**src/rtl/msi_agg_pkg.sv**
```systemverilog
package msi_agg_pkg;
    localparam int unsigned DATA_W        = 32;
    localparam int unsigned OFF_TOP_EN    = 'h180;
    localparam int unsigned OFF_TOP_ST    = 'h184;
    localparam int unsigned OFF_SET_EN    = 'h190;
    localparam int unsigned OFF_CAP_LO    = 'hC00;
    localparam int unsigned OFF_CAP_HI    = 'hC80;
    localparam int unsigned SET_STRIDE    = 'h10;
    localparam int unsigned HI_STRIDE     = 'h4;
    localparam int unsigned SUB_STATUS    = 'h4;
    localparam int unsigned SUB_MASK      = 'h8;
    localparam int unsigned TOP_MSI_LSB   = 8;
    localparam int unsigned TOP_INTX_LSB  = 24;
endpackage

```
**src/rtl/msi_set_slice.sv**
```systemverilog
module msi_set_slice
    import msi_agg_pkg::*;
#(
    parameter int unsigned SET_IDX = 0,
    parameter int unsigned REG_AW  = 12,
    parameter int unsigned VEC_N   = 32
) (
    input  logic                       clk,
    input  logic                       rst_n,
    input  logic                       wr_en_i,
    input  logic [REG_AW-1:0]          wr_addr_i,
    input  logic [DATA_W-1:0]          wr_data_i,
    input  logic                       cap_i,
    input  logic [$clog2(VEC_N)-1:0]   cap_vec_i,
    input  logic                       set_on_i,
    output logic [63:0]                cap_addr_o,
    output logic [VEC_N-1:0]           status_o,
    output logic [VEC_N-1:0]           mask_o,
    output logic                       pend_o
);
    localparam logic [REG_AW-1:0] LO_OFF = REG_AW'(OFF_CAP_LO + SET_IDX * SET_STRIDE);
    localparam logic [REG_AW-1:0] ST_OFF = REG_AW'(OFF_CAP_LO + SET_IDX * SET_STRIDE + SUB_STATUS);
    localparam logic [REG_AW-1:0] MK_OFF = REG_AW'(OFF_CAP_LO + SET_IDX * SET_STRIDE + SUB_MASK);
    localparam logic [REG_AW-1:0] HI_OFF = REG_AW'(OFF_CAP_HI + SET_IDX * HI_STRIDE);

    typedef struct packed {
        logic [31:0]      lo;
        logic [31:0]      hi;
        logic [VEC_N-1:0] status;
        logic [VEC_N-1:0] mask;
    } slice_t;

    slice_t slc_d, slc_q;

    always_comb begin
        logic [VEC_N-1:0] clr;
        logic [VEC_N-1:0] setb;
        slc_d = slc_q;
        clr   = '0;
        setb  = cap_i ? (VEC_N'(1) << cap_vec_i) : '0;
        if (wr_en_i) begin
            if (wr_addr_i == LO_OFF) slc_d.lo   = wr_data_i;
            if (wr_addr_i == HI_OFF) slc_d.hi   = wr_data_i;
            if (wr_addr_i == MK_OFF) slc_d.mask = wr_data_i[VEC_N-1:0];
            if (wr_addr_i == ST_OFF) clr        = wr_data_i[VEC_N-1:0];
        end
        // capture is applied after the clear so a colliding event survives
        slc_d.status = (slc_q.status & ~clr) | setb;
    end

    always_ff @(posedge clk) begin
        if (!rst_n) slc_q <= '0;
        else        slc_q <= slc_d;
    end

    assign cap_addr_o = {slc_q.hi, slc_q.lo};
    assign status_o   = slc_q.status;
    assign mask_o     = slc_q.mask;
    assign pend_o     = set_on_i & (|(slc_q.status & slc_q.mask));
endmodule

```
**src/rtl/msi_route.sv**
```systemverilog
module msi_route
    import msi_agg_pkg::*;
#(
    parameter int unsigned NUM_SETS = 8,
    parameter int unsigned VEC_N    = 32
) (
    input  logic                      valid_i,
    input  logic [63:0]               addr_i,
    input  logic [DATA_W-1:0]         data_i,
    input  logic [63:0]               set_addr_i [NUM_SETS],
    input  logic [NUM_SETS-1:0]       set_on_i,
    output logic [NUM_SETS-1:0]       hit_o,
    output logic [$clog2(VEC_N)-1:0]  vec_o,
    output logic                      bad_o
);
    logic                found;
    logic [NUM_SETS-1:0] onehot;
    logic                in_range;

    always_comb begin
        found  = 1'b0;
        onehot = '0;
        for (int s = 0; s < NUM_SETS; s++) begin
            if (!found && set_on_i[s] && (addr_i == set_addr_i[s])) begin
                found     = 1'b1;
                onehot[s] = 1'b1;
            end
        end
    end

    assign in_range = (data_i < DATA_W'(VEC_N));
    assign hit_o    = (valid_i && in_range) ? onehot : '0;
    assign vec_o    = data_i[$clog2(VEC_N)-1:0];
    assign bad_o    = valid_i && (!found || !in_range);
endmodule

```
**src/rtl/intx_level.sv**
```systemverilog
module intx_level #(
    parameter int unsigned NUM_INTX = 4
) (
    input  logic                clk,
    input  logic                rst_n,
    input  logic [NUM_INTX-1:0] assert_i,
    input  logic [NUM_INTX-1:0] deassert_i,
    input  logic [NUM_INTX-1:0] clr_i,
    output logic [NUM_INTX-1:0] status_o
);
    typedef struct packed {
        logic [NUM_INTX-1:0] level;
        logic [NUM_INTX-1:0] status;
    } lvl_t;

    lvl_t lv_d, lv_q;

    always_comb begin
        lv_d        = lv_q;
        lv_d.level  = (lv_q.level & ~deassert_i) | assert_i;
        lv_d.status = lv_d.level | (lv_q.status & ~clr_i);
    end

    always_ff @(posedge clk) begin
        if (!rst_n) lv_q <= '0;
        else        lv_q <= lv_d;
    end

    assign status_o = lv_q.status;
endmodule

```
**src/rtl/msi_intx_agg.sv**
```systemverilog
module msi_intx_agg
    import msi_agg_pkg::*;
#(
    parameter int unsigned NUM_SETS = 8,
    parameter int unsigned VEC_N    = 32,
    parameter int unsigned NUM_INTX = 4,
    parameter int unsigned REG_AW   = 12
) (
    input  logic                clk,
    input  logic                rst_n,
    input  logic                reg_wr_en_i,
    input  logic [REG_AW-1:0]   reg_wr_addr_i,
    input  logic [31:0]         reg_wr_data_i,
    input  logic                reg_rd_en_i,
    input  logic [REG_AW-1:0]   reg_rd_addr_i,
    output logic [31:0]         reg_rd_data_o,
    input  logic                msi_valid_i,
    input  logic [63:0]         msi_addr_i,
    input  logic [31:0]         msi_data_i,
    input  logic [3:0]          intx_assert_i,
    input  logic [3:0]          intx_deassert_i,
    output logic                irq_o,
    output logic                bad_msi_o
);
    localparam int unsigned VEC_W = $clog2(VEC_N);
    localparam logic [REG_AW-1:0] A_TOP_EN = REG_AW'(OFF_TOP_EN);
    localparam logic [REG_AW-1:0] A_TOP_ST = REG_AW'(OFF_TOP_ST);
    localparam logic [REG_AW-1:0] A_SET_EN = REG_AW'(OFF_SET_EN);

    typedef struct packed {
        logic [NUM_SETS-1:0] ten_msi;
        logic [NUM_INTX-1:0] ten_intx;
        logic [NUM_SETS-1:0] tst_msi;
        logic [NUM_SETS-1:0] set_en;
        logic                bad;
        logic [31:0]         rdata;
    } top_t;

    top_t st_d, st_q;

    logic [63:0]         set_addr   [NUM_SETS];
    logic [VEC_N-1:0]    set_status [NUM_SETS];
    logic [VEC_N-1:0]    set_mask   [NUM_SETS];
    logic [NUM_SETS-1:0] set_pend;
    logic [NUM_SETS-1:0] hit;
    logic [VEC_W-1:0]    vec;
    logic                route_bad;
    logic [NUM_INTX-1:0] intx_st;
    logic [NUM_INTX-1:0] intx_clr;
    logic [31:0]         top_status;
    logic [31:0]         top_enable;
    logic [31:0]         rd_val;
    logic                top_st_wr;

    msi_route #(.NUM_SETS(NUM_SETS), .VEC_N(VEC_N)) u_route (
        .valid_i    (msi_valid_i),
        .addr_i     (msi_addr_i),
        .data_i     (msi_data_i),
        .set_addr_i (set_addr),
        .set_on_i   (st_q.set_en),
        .hit_o      (hit),
        .vec_o      (vec),
        .bad_o      (route_bad)
    );

    for (genvar g = 0; g < NUM_SETS; g++) begin : g_set
        msi_set_slice #(.SET_IDX(g), .REG_AW(REG_AW), .VEC_N(VEC_N)) u_slice (
            .clk        (clk),
            .rst_n      (rst_n),
            .wr_en_i    (reg_wr_en_i),
            .wr_addr_i  (reg_wr_addr_i),
            .wr_data_i  (reg_wr_data_i),
            .cap_i      (hit[g]),
            .cap_vec_i  (vec),
            .set_on_i   (st_q.set_en[g]),
            .cap_addr_o (set_addr[g]),
            .status_o   (set_status[g]),
            .mask_o     (set_mask[g]),
            .pend_o     (set_pend[g])
        );
    end

    assign top_st_wr = reg_wr_en_i && (reg_wr_addr_i == A_TOP_ST);
    assign intx_clr  = top_st_wr ? reg_wr_data_i[TOP_INTX_LSB +: NUM_INTX] : '0;

    intx_level #(.NUM_INTX(NUM_INTX)) u_intx (
        .clk        (clk),
        .rst_n      (rst_n),
        .assert_i   (intx_assert_i[NUM_INTX-1:0]),
        .deassert_i (intx_deassert_i[NUM_INTX-1:0]),
        .clr_i      (intx_clr),
        .status_o   (intx_st)
    );

    always_comb begin
        top_status = '0;
        top_enable = '0;
        top_status[TOP_MSI_LSB  +: NUM_SETS] = st_q.tst_msi;
        top_status[TOP_INTX_LSB +: NUM_INTX] = intx_st;
        top_enable[TOP_MSI_LSB  +: NUM_SETS] = st_q.ten_msi;
        top_enable[TOP_INTX_LSB +: NUM_INTX] = st_q.ten_intx;
    end

    always_comb begin
        rd_val = '0;
        if (reg_rd_addr_i == A_TOP_EN) rd_val = top_enable;
        if (reg_rd_addr_i == A_TOP_ST) rd_val = top_status;
        if (reg_rd_addr_i == A_SET_EN) rd_val = 32'(st_q.set_en);
        for (int s = 0; s < NUM_SETS; s++) begin
            if (reg_rd_addr_i == REG_AW'(OFF_CAP_LO + s * SET_STRIDE))
                rd_val = set_addr[s][31:0];
            if (reg_rd_addr_i == REG_AW'(OFF_CAP_LO + s * SET_STRIDE + SUB_STATUS))
                rd_val = 32'(set_status[s]);
            if (reg_rd_addr_i == REG_AW'(OFF_CAP_LO + s * SET_STRIDE + SUB_MASK))
                rd_val = 32'(set_mask[s]);
            if (reg_rd_addr_i == REG_AW'(OFF_CAP_HI + s * HI_STRIDE))
                rd_val = set_addr[s][63:32];
        end
    end

    always_comb begin
        logic [NUM_SETS-1:0] msi_clr;
        st_d    = st_q;
        msi_clr = top_st_wr ? reg_wr_data_i[TOP_MSI_LSB +: NUM_SETS] : '0;
        if (reg_wr_en_i && (reg_wr_addr_i == A_TOP_EN)) begin
            st_d.ten_msi  = reg_wr_data_i[TOP_MSI_LSB  +: NUM_SETS];
            st_d.ten_intx = reg_wr_data_i[TOP_INTX_LSB +: NUM_INTX];
        end
        if (reg_wr_en_i && (reg_wr_addr_i == A_SET_EN))
            st_d.set_en = reg_wr_data_i[NUM_SETS-1:0];
        st_d.tst_msi = (st_q.tst_msi & ~msi_clr) | set_pend;
        st_d.bad     = st_q.bad | route_bad;
        if (reg_rd_en_i) st_d.rdata = rd_val;
    end

    always_ff @(posedge clk) begin
        if (!rst_n) st_q <= '0;
        else        st_q <= st_d;
    end

    assign reg_rd_data_o = st_q.rdata;
    assign irq_o         = |(top_status & top_enable);
    assign bad_msi_o     = st_q.bad;
endmodule

```
**config.mk**
```make
export PLATFORM = sky130hd
export DESIGN_NAME = msi_intx_agg
export DESIGN_NICKNAME = d
export VERILOG_FILES = /design/src/rtl/msi_agg_pkg.sv /design/src/rtl/msi_set_slice.sv /design/src/rtl/msi_route.sv /design/src/rtl/intx_level.sv /design/src/rtl/msi_intx_agg.sv
export SDC_FILE = /design/constraint.sdc
export NUM_CORES = 2
export LEC_CHECK = 0
export BUFFER_PORTS_ARGS = -buffer_cell sky130_fd_sc_hd__buf_2
export CORE_ASPECT_RATIO = 0.9
export CORE_MARGIN = 4
export CORE_UTILIZATION = 37
export DETAILED_ROUTE_END_ITERATION = 8
export GPL_TIMING_DRIVEN = 0
export REMOVE_ABC_BUFFERS = 1
export SLEW_MARGIN = 10
export SYNTH_ARGS = -nofsm -noshare
export SYNTH_HDL_FRONTEND = slang
export SYNTH_HIERARCHICAL = 1
export SYNTH_SLANG_ARGS = --single-unit
export TNS_END_PERCENT = 5
```
**constraint.sdc**
```tcl
create_clock -name clk -period 3.7 [get_ports clk]
set_input_delay 0.74 -clock clk [delete_from_list [all_inputs] [get_ports clk]]
set_output_delay 0.74 -clock clk [all_outputs]
set_load 0.02 [all_outputs]
```
==> impl_results.md <==
- TritonCTS clock tree: built
- Cell taking the most area after synthesis: dfxtp_1
- CTS sink cnt: 1093
- Drt total wl: 415400 um
- CTS buffer count: 121
- H-tree Lvls: 3
- Die Wd: 432.2 um
- Worst vdd ir: just over 0.4 mV
- Asr flop ratio synth: 0%
- Post-route clock period utilization: 110.9%
- Layout Skew: 62.57 ps
- Largest stage delay on the critical path: about 1300 ps
- Longest Clk Path Bufs: 3
- Fillers: approximately 16000
- Hold Vio Cnt, Final: 0
- Worst Slack Setup Final: -404.4 ps
- Critical Path Source Type: input port
- Min Clock Period, post-route: about 4100 ps
- Die area: 168500 um2
- Leakage: 24.91 nW
- Core Region: 160200 um2
- Nets: 7217
- Seq/Total Area, Yosys: 36.52%
- Gr ovfl total: 0
- Remaining DRCs: 0
- CP arrival: 4780 ps
- Cts hold-fix bufs: 0
- WP buf/inv: 1
- Power per cell area: 409.3 nW/um2
- Largest net degree at the start of global routing: 137
- Setup Viol. Count Final: 108
- Critical Path Slowest Stage Cell: o21ai_0
- Drt first pass iters: 7
- WS Path Type: input port to flip-flop
- Distinct cell type count after synthesis: 108
- Clk pin slew, worst setup/hold paths: roughly 70 ps
- Ys flop type: dfxtp_1
- Synth cell count leaders: 1205 x nand2_1, 1093 x dfxtp_1, 360 x mux2i_1, 318 x nand3_1, 290 x o21ai_0
- Number of global-route vias before repair: 58210
- Routability cong.: ~1.1
- HPWL Detailed: 298900 um
- Port bufs: about 200
- Worst-path cell chain: buf_2 > and4b_1 > nand3_1 > o21ai_0 > o21ai_0 > o21a_1
- First-pass GRT wire length: 539100 um
- Fmax: between 0.2 and 0.25 GHz
- Worst-Skew Late Latency: ~830 ps
- Synth warnings: 6
- Slew Viols, Final: 0
- Wire per inst: 44.70 um
- Mapped Cells: 7206
- Area grow syn2layout: 13.97%
- Top cell type's share of synthesized area: between 30% and 40%
- Number of enable flip-flop cells after synthesis: 0
- Num rows: ~140
- Status: finished, violations left
- Ranking of synthesized cells by area: dfxtp_1 37%, nand2_1 7.5%, mux2i_1 6.0%
- Dpl ws: -2381 ps
- Layout cells sized above 1: a little under an eighth
- MaxCap Viol Count: 0
- Via density per instance: 7.067
- Most frequent cell after synthesis: nand2_1
- Via count: 65680
- Die Height: 389.8 um
- Mapped Area: roughly 60000 um2
- Initial antenna violation count: 45
- Worst-Margin Slew: 1497 ps
- Critical Path Most Common Cell: o21ai_0
- Total power: around 28 mW
- Mean Syn Cell Area: around 8.3 um2
- Total GRT Usage: 47.09%
- Post-route ant nets: 0
- Failing checks: setup timing
- Register bit total from synthesis: 1093
- Worst Setup End Kind: flip-flop
- Initial Util: between 30% and 40%
- RSZ-0062 raised after global routing: yes
- WP data required: 4380 ps
- Delay-heaviest family, CP: compound AO/OA/AOI/OAI gates
- IO Pins: just under 200
- Root buf cell: clkbuf_16
- Worst-path fanout max: 22
- Initial DRC Count: around 12000
- HP Class: input port to flip-flop
- Relative slew slack: 0.1822%
-- worst register-to-register path: stages, from the launching register on --
cell and delay, ps:
dfxtp_1 590, xnor2_1 190, nand4_1 190, nor4_1 430
nand3_1 140, or4_4 660, nor4_2 220, buf_4 270
nand2_1 220, or3_1 480, nor3b_1 230, o21a_1 160
-- registers in the layout, indices dropped and copies added, names as in the netlist --
register,flops
reg_rd_data_o,32
g_set.u_slice/status_o,256
u_intx/status_o,4
st_q,28
g_set.u_slice/mask_o,256
bad_msi_o,1
g_set.u_slice/cap_addr_o,512
u_intx/lv_q,4
-- repair_timing --
item / CTS / global route
hold endpoints to repair: 0 / 0
resized for setup: 153 / 49
pin swaps: 6 / 3
setup endpoints to repair: 280 / 142
buffers inserted: 22 / 3
-- logic make-up (layout without fill, tap and decap cells) --
logic type,after synthesis,after routing,share of synthesized area (%)
compound gates,2072,2072,23.93
buf+inv,719,666,6.091
other cells,0,26,0
flops,1093,1093,36.52
xor+xnor,389,389,5.686
mux,360,360,6.014
simple gates,2573,2573,21.76
-- final timing paths --
check                                        from                             to  slack (ps)  depth (start not counted)
setup / recovery                 reg_rd_addr_i[6]               reg_rd_data_o[9]        -400                          6
hold reg to reg                         bad_msi_o                      bad_msi_o         460                          1
hold / removal                   intx_assert_i[0]                 u_intx/lv_q[4]         150                          2
setup reg to reg  g_set[2].u_slice/cap_addr_o[16]  g_set[2].u_slice/status_o[24]        -130                         11
-- routing by layer --
layer  vias up  track usage (%)  share of wire [%]  routed length [um]
met1     32320            59.40                 37              154600
met2      5735            65.10                 39              162600
met4        12            37.16                 10               41760
met5         -           0.1438              0.027                 112
met3      1565            16.00                 14               56360
li1      26050                -                  -                   -
-- per-stage QoR --
| stage | hold slack, ps | TNS [ps] | util [%] | cell area (um2) | cells |
|---|---|---|---|---|---|
| after floorplan | 441.7 | -41920 | - | 56600 | 6576 |
| after global placement | 431.6 | - | 37.61 | 60240 | 8889 |
| after detailed placement | 446.1 | -396150 | 39.23 | 62840 | 9019 |
| after CTS | 125.2 | -192.9 | 42.42 | 67950 | 9265 |
| after global routing | 163.3 | -2039 | 42.60 | 68230 | 9270 |
| final | 151.0 | -15950 | 42.63 | 68290 | 9294 |
-- power by group --
part           internal, mW  total, mW  switching [mW]  leakage (nW)
Combinational         0.564       2.81            2.25          14.0
Clock                  7.72       13.3            5.63          2.07
Sequential             11.8       11.8          0.0166          8.80
Total                  20.1       27.9            7.89          24.9
-- cell type report --
class	instances	area, um2	area share [%]
multi-input cells	5394	35530	52.02
flip-flops and latches	1093	21880	32.04
repair buffers	353	3600	5.271
clock buffers	181	3506	5.134
well taps	2115	2646	3.875
clock inverters	43	719.4	1.053
inverters	89	342.8	0.5020
diodes	26	65.06	0.09527
-- cell usage in the layout (no fill, tap or decap), types with 43 or more instances in the layout --
cell	netlist	final
xor2_1	200	200
buf_2	174	111
buf_4	71	108
o21ai_0	290	282
a22oi_1	217	217
dfxtp_1	1093	1091
nor2b_1	107	104
nor2_1	246	237
nand2_1	1205	1200
a221oi_1	63	53
nor3_1	123	105
nor4_1	108	100
nand3_1	318	307
xnor2_1	189	188
a21boi_1	110	110
a21boi_0	213	213
mux2i_1	360	360
o21ai_1	70	77
a311oi_1	88	88
o21a_1	145	145
o22ai_1	202	198
a22o_1	51	51
a21oi_1	283	282
clkbuf_16	0	123
nand4_1	131	131
buf_6	50	43
inv_1	63	62
Power figures use the tool's default switching activity.
